==> config.mk <==
export PLATFORM = sky130hd
export DESIGN_NAME = rank_turnaround_gate
export DESIGN_NICKNAME = d
export VERILOG_FILES = /design/src/rtl/rank_turnaround_gate.sv
export SDC_FILE = /design/constraint.sdc
export NUM_CORES = 1
export LEC_CHECK = 0
export ABC_CLOCK_PERIOD_IN_PS = 5750
export BUFFER_PORTS_ARGS = -buffer_cell sky130_fd_sc_hd__buf_2
export CORE_MARGIN = 2
export CORE_UTILIZATION = 53
export CTS_CLUSTER_DIAMETER = 40
export CTS_CLUSTER_SIZE = 14
export DETAILED_ROUTE_END_ITERATION = 6
export PLACE_DENSITY = 0.81
export SETUP_SLACK_MARGIN = 0.4
export SLEW_MARGIN = 20
export SYNTH_ARGS = -nofsm -noshare
export SYNTH_HDL_FRONTEND = slang
export SYNTH_SLANG_ARGS = --single-unit
==> constraint.sdc <==
create_clock -name clk -period 5.75 [get_ports clk]
set_input_delay 0.8625 -clock clk [delete_from_list [all_inputs] [get_ports clk]]
set_output_delay 0.8625 -clock clk [all_outputs]
set_load 0.02 [all_outputs]
==> src/rtl/rank_turnaround_gate.sv <==
module rank_turnaround_gate #(
  parameter int CFG_W  = 4,
  parameter int DIMM_W = 1,
  parameter int RANK_W = 1,
  parameter int BURST  = 4
) (
  input  logic              clk,
  input  logic              rst_n,
  input  logic              req_valid,
  input  logic              req_write,
  input  logic [DIMM_W-1:0] req_dimm,
  input  logic [RANK_W-1:0] req_rank,
  input  logic              two_n,
  input  logic [CFG_W-1:0]  cas_lat,
  input  logic [CFG_W-1:0]  wr_lat,
  input  logic [CFG_W-1:0]  rd_rd_same,
  input  logic [CFG_W-1:0]  rd_rd_rank,
  input  logic [CFG_W-1:0]  rd_rd_dimm,
  input  logic [CFG_W-1:0]  wr_wr_same,
  input  logic [CFG_W-1:0]  wr_wr_rank,
  input  logic [CFG_W-1:0]  wr_wr_dimm,
  input  logic [CFG_W-1:0]  rd_wr_same,
  input  logic [CFG_W-1:0]  rd_wr_other,
  input  logic [CFG_W-1:0]  wr_rd_add,
  output logic              issue_o,
  output logic [1:0]        cmd_o,
  output logic [(1<<(DIMM_W+RANK_W))-1:0] cs_o
);
  localparam int TGT_W = DIMM_W + RANK_W;
  localparam int CS_N  = 1 << TGT_W;
  localparam int CNT_W = CFG_W + 2;
  localparam logic [CNT_W-1:0] CNT_MAX = '1;
  localparam logic [CNT_W-1:0] TWO     = CNT_W'(2);
  localparam logic [CNT_W-1:0] BL      = CNT_W'(BURST);

  function automatic logic [CNT_W-1:0] ext(input logic [CFG_W-1:0] v);
    return {2'b00, v};
  endfunction

  logic              first_q, last_wr_q, pre_q, sel_q;
  logic [TGT_W-1:0]  last_tgt_q, tgt_q;
  logic [CNT_W-1:0]  elapsed_q, gap, rw_base, rw_sum;
  logic [1:0]        cmd_q;
  logic [TGT_W-1:0]  req_tgt;
  logic              same_dimm, same_rank;

  assign req_tgt   = {req_dimm, req_rank};
  assign same_dimm = req_dimm == last_tgt_q[TGT_W-1:RANK_W];
  assign same_rank = req_tgt == last_tgt_q;
  assign rw_sum    = ext(cas_lat) + BL + TWO;
  assign rw_base   = (rw_sum > ext(wr_lat) + TWO) ? rw_sum - ext(wr_lat) : TWO;

  always_comb begin
    unique case ({last_wr_q, req_write})
      2'b00:   gap = same_rank ? BL + ext(rd_rd_same)
                   : same_dimm ? TWO + ext(rd_rd_rank) : TWO + ext(rd_rd_dimm);
      2'b11:   gap = same_rank ? BL + ext(wr_wr_same)
                   : same_dimm ? TWO + ext(wr_wr_rank) : TWO + ext(wr_wr_dimm);
      2'b01:   gap = same_rank ? rw_base + ext(rd_wr_same) : TWO + ext(rd_wr_other);
      default: gap = ext(wr_lat) + BL + ext(wr_rd_add);
    endcase
  end

  assign issue_o = req_valid && !pre_q && (first_q || elapsed_q >= gap);

  always_ff @(posedge clk or negedge rst_n) begin
    if (!rst_n) begin
      first_q    <= 1'b1;
      last_wr_q  <= 1'b0;
      last_tgt_q <= '0;
      elapsed_q  <= '0;
    end else if (issue_o) begin
      first_q    <= 1'b0;
      last_wr_q  <= req_write;
      last_tgt_q <= req_tgt;
      elapsed_q  <= CNT_W'(1);
    end else if (elapsed_q != CNT_MAX) begin
      elapsed_q  <= elapsed_q + CNT_W'(1);
    end
  end

  always_ff @(posedge clk or negedge rst_n) begin
    if (!rst_n) begin
      cmd_q <= 2'b00;
      tgt_q <= '0;
      pre_q <= 1'b0;
      sel_q <= 1'b0;
    end else if (issue_o) begin
      cmd_q <= {1'b1, req_write};
      tgt_q <= req_tgt;
      pre_q <= two_n;
      sel_q <= !two_n;
    end else if (pre_q) begin
      pre_q <= 1'b0;
      sel_q <= 1'b1;
    end else if (sel_q) begin
      sel_q <= 1'b0;
      cmd_q <= 2'b00;
    end
  end

  assign cmd_o = cmd_q;

  for (genvar i = 0; i < CS_N; i++) begin : g_cs
    assign cs_o[i] = sel_q && (tgt_q == TGT_W'(i));
  end

  a_r7_cs_onehot: assert property (@(posedge clk) disable iff (!rst_n)
    $onehot0(cs_o));
  a_r7_cs_has_cmd: assert property (@(posedge clk) disable iff (!rst_n)
    (|cs_o) |-> cmd_o[1]);
  a_r8_cs_after_hold: assert property (@(posedge clk) disable iff (!rst_n)
    (two_n && $stable(two_n) && (|cs_o)) |-> (cmd_o == $past(cmd_o)));
  a_r9_issue_needs_req: assert property (@(posedge clk) disable iff (!rst_n)
    issue_o |-> req_valid);
  a_r2_no_back_to_back: assert property (@(posedge clk) disable iff (!rst_n)
    issue_o |=> !issue_o);
  a_r10_no_wrap: assert property (@(posedge clk) disable iff (!rst_n)
    (elapsed_q == CNT_MAX) |=> (elapsed_q == CNT_MAX || elapsed_q == CNT_W'(1)));
endmodule

==> impl_metrics.toml <==
[logic_synthesis]
synth_seq_cells = 14
yosysTopAreaCellShare = 0.208
yosys_warnings = 0
synthesis.nets = 317
most_common_cell_in_the_netlist = "ha_1"
syn_avg_cell_area_um2 = 8.66
synth-edff-count = 0
synth-main-ff-cell = "dfrtp_1"
synth_cell_types = 53
asyncSetResetFlopFracSynth = 1.00
syn-cell-area_um2 = 1980
ys_seq_area_frac = 0.177
synthTopCellsByArea = "ha_1 21%, dfrtp_1 16%, xnor2_1 4.9%, inv_1 4.4%, fa_1 4.0%"
synthesis.instances = 229
synth_area_leader_cell = "ha_1"
synth_top_cells_by_count = "33 x ha_1, 23 x inv_1, 16 x nor2_1, 13 x a21oi_1, 13 x dfrtp_1"

[routing]
detailroute.via_count = 1848
routed_wl_um = 4560
wire_per_inst_um = 13.4
first_iter_violations = 66
via_per_inst = 5.45
drcViolationCount = 0
detailedRoute.firstPassIterationCount = 4
antenna_left = 0

[clocking]
clkTransAtPathRegs_ps = 50
holdBufCountCts = 0
numCtsBuffers = 3
clockBufferDepth = 2
clock_sink_count = 14
cts_tree = "done"
htree_num_levels = 1
clock-root-buffer = "clkbuf_8"
clkLatencyLatePin_ps = 240

[floorplan]
die-area_um2 = 4250
fp.dieW_um = 65.2
row_count = 22
area_of_the_core_um2 = 3630
i_o_pin_cnt = 58
die_height_um = 65.2
starting_density = 0.546

[global_routing]
antenna_violations_before_repair = 0
grt_start_max_net_pins = 17
grt_util_met3 = 0.0103
via_count_of_the_first_global_routing_pass = 1803
global_routing_usage_on_met2 = 0.392
gr-max-usage-layer = "met2"
grt.overflow.total = 0
grt_util_all_layers = 0.217
grt_pass1_wl_um = 7450
use_met1 = 0.282

[placement]
dp_hpwl_um = 3550
globalplace.congestion = 0.857
post_dp_cell_area_um2 = 2320
buffer_ports.inserted = 57

[worst_setup_path]
critical_path_peak_fanout = 3
timing.critical_path.cells = "buf_12 -> inv_6 -> ha_4 -> xnor2_2 -> ha_1 -> a21oi_2 -> o221a_1 -> or3_4 -> inv_2 -> fa_1 -> mux4_2 -> o21a_1 -> ha_1 -> a21oi_2 -> nor2b_1 -> o21ai_1 -> a221oi_2 -> buf_4"
critPathArrivalTime_ps = 4500
startpoint_types = "input pin"
cp_slowest_stage_delay_ps = 480
critical_path_class = "in2out"
worst_ep_required_time_ps = 4890
worst_path_max_delay_cell = "mux4_2"
cp-end-kind = "output pin"

[status]
run_status = "completed"

[final_layout]
drive_gt1_frac = 0.306
num_antenna_cells = 0
numnets_final = 380
finalCoreUtilization = 0.686
n_fill_cell = 292
area_growth_syn_to_layout_pct = 25.7
postLayoutCellArea_um2 = 2490

[timing]
shortest_period_the_worst_path_allows_ps = 5360
finalHoldViolCount = 0
max_slew_margin = 0.735
setup_violation_total_in_the_final_timing_report = 0
clock.fmax_mhz = 186
post-route-period-util = 0.933
grt_setup_unrepaired = "true"
final_max_slew_viol_count = 0
worst_pin_slew_ps = 397
setup_total_neg_slack_ps = 0
timing.clock.skew_ps = 1.65

[power_and_ir_drop]
max_rail_drop_vdd_uv = 310
power-per-cell-area_nw_per_um2 = 362
fin_total_pwr_uw = 903
p_leak_nw = 1.25

[run]
drv.max_cap_violation_count = 0

[min_path]
worstHoldPathType = "reg2reg"
## metal layers
| metal | wire length, µm | part of all wire | vias to the layer above |
|---|---|---|---|
| met5 | 0 | 0 | - |
| met2 | 2340 | 0.51 | 30 |
| li1 | - | - | 948 |
| met4 | 45 | 0.0099 | 0 |
| met1 | 2080 | 0.46 | 865 |
| met3 | 97 | 0.021 | 5 |
## per-stage QoR
stage,std cells,worst slack (ps),hold WS [ps]
final,339,387,472
after global routing,339,263,492
after CTS,335,400,480
after detailed placement,330,200,462
after global placement,330,301,446
after floorplan,229,439,432
## cell usage in the layout, fill, tap and decap left out, types with 3 or more instances in the layout
master / netlist / final
buf_2: 1 / 53
ha_1: 33 / 31
inv_1: 23 / 20
nor2_1: 16 / 15
dfrtp_1: 13 / 13
a21oi_1: 13 / 11
nand2_1: 10 / 10
xnor2_1: 11 / 10
nand2b_1: 9 / 9
mux2i_1: 8 / 8
buf_4: 1 / 8
nand3_1: 7 / 6
o21ai_1: 4 / 5
o21ai_0: 6 / 5
o22ai_1: 4 / 4
a21o_1: 4 / 4
nor2b_1: 4 / 4
xor2_1: 4 / 4
fa_1: 4 / 4
inv_2: 1 / 3
nor3b_1: 3 / 3
o21a_1: 3 / 3
a211oi_1: 3 / 3
mux2_2: 3 / 3
o211ai_1: 3 / 3
mux2_1: 3 / 3
clkbuf_8: 0 / 3
## registers in the layout, indices dropped and copies added, names as in the netlist
name / cells
last_wr_q: 1
pre_q: 1
tgt_q: 2
sel_q: 1
elapsed_q: 6
first_q: 1
cmd_o: 2
## what timing repair did
item | 4_1_cts | 5_1_grt
endpoints found under the setup margin | 1 | 1
hold endpoints to repair | 0 | 0
pin swaps | 10 | 11
gates resized for setup | 16 | 10
setup buffers | 1 | 4
## final cells by class
| cell class | count | area [µm²] | area share |
|---|---|---|---|
| multi-input cells | 185 | 1570 | 0.631 |
| repair buffers | 64 | 368 | 0.148 |
| flip-flops and latches | 14 | 352 | 0.141 |
| inverters | 24 | 95.1 | 0.0382 |
| well taps | 48 | 60.1 | 0.0241 |
| clock buffers | 4 | 45.0 | 0.0181 |
## final timing paths
path | from | to | slack [ps] | cells after the start
min in group asynchronous | rst_n | pre_q | 510 | 1
hold / removal | pre_q | sel_q | 470 | 1
hold reg to reg | pre_q | sel_q | 470 | 1
setup / recovery | cas_lat[1] | issue_o | 390 | 18
max in group asynchronous | rst_n | first_q | 4960 | 1
setup reg to reg | tgt_q[1] | last_wr_q | 2250 | 12
## where the power goes
group / leakage, nW / internal (mW) / switching [mW]
logic: 1.06 / 0.305 / 0.312
registers: 0.172 / 0.144 / 0.0597
clock network: 0.0228 / 0.0490 / 0.0322
total: 1.25 / 0.498 / 0.404
## critical path, delay by kind of cell
kind	cells	cell delay [ps]
AO/OA/AOI/OAI	6	1000
AND/OR/NAND/NOR	2	500
multiplexers	1	480
XOR/XNOR	1	130
adder cells (fa/ha/maj)	4	1170
buffers and inverters	4	380
## kinds of logic after synthesis
| logic type | Yosys count | synth area share |
|---|---|---|
| DFF | 14 | 0.177 |
| AOI/OAI and AO/OA | 56 | 0.192 |
| xor gates and xnor gates | 16 | 0.0744 |
| buffers and inverters | 30 | 0.0593 |
| adders and majority gates | 37 | 0.249 |
| muxes | 16 | 0.0934 |
| and+or+nand+nor | 60 | 0.155 |
Note: power is estimated with default switching activity, not from simulation.
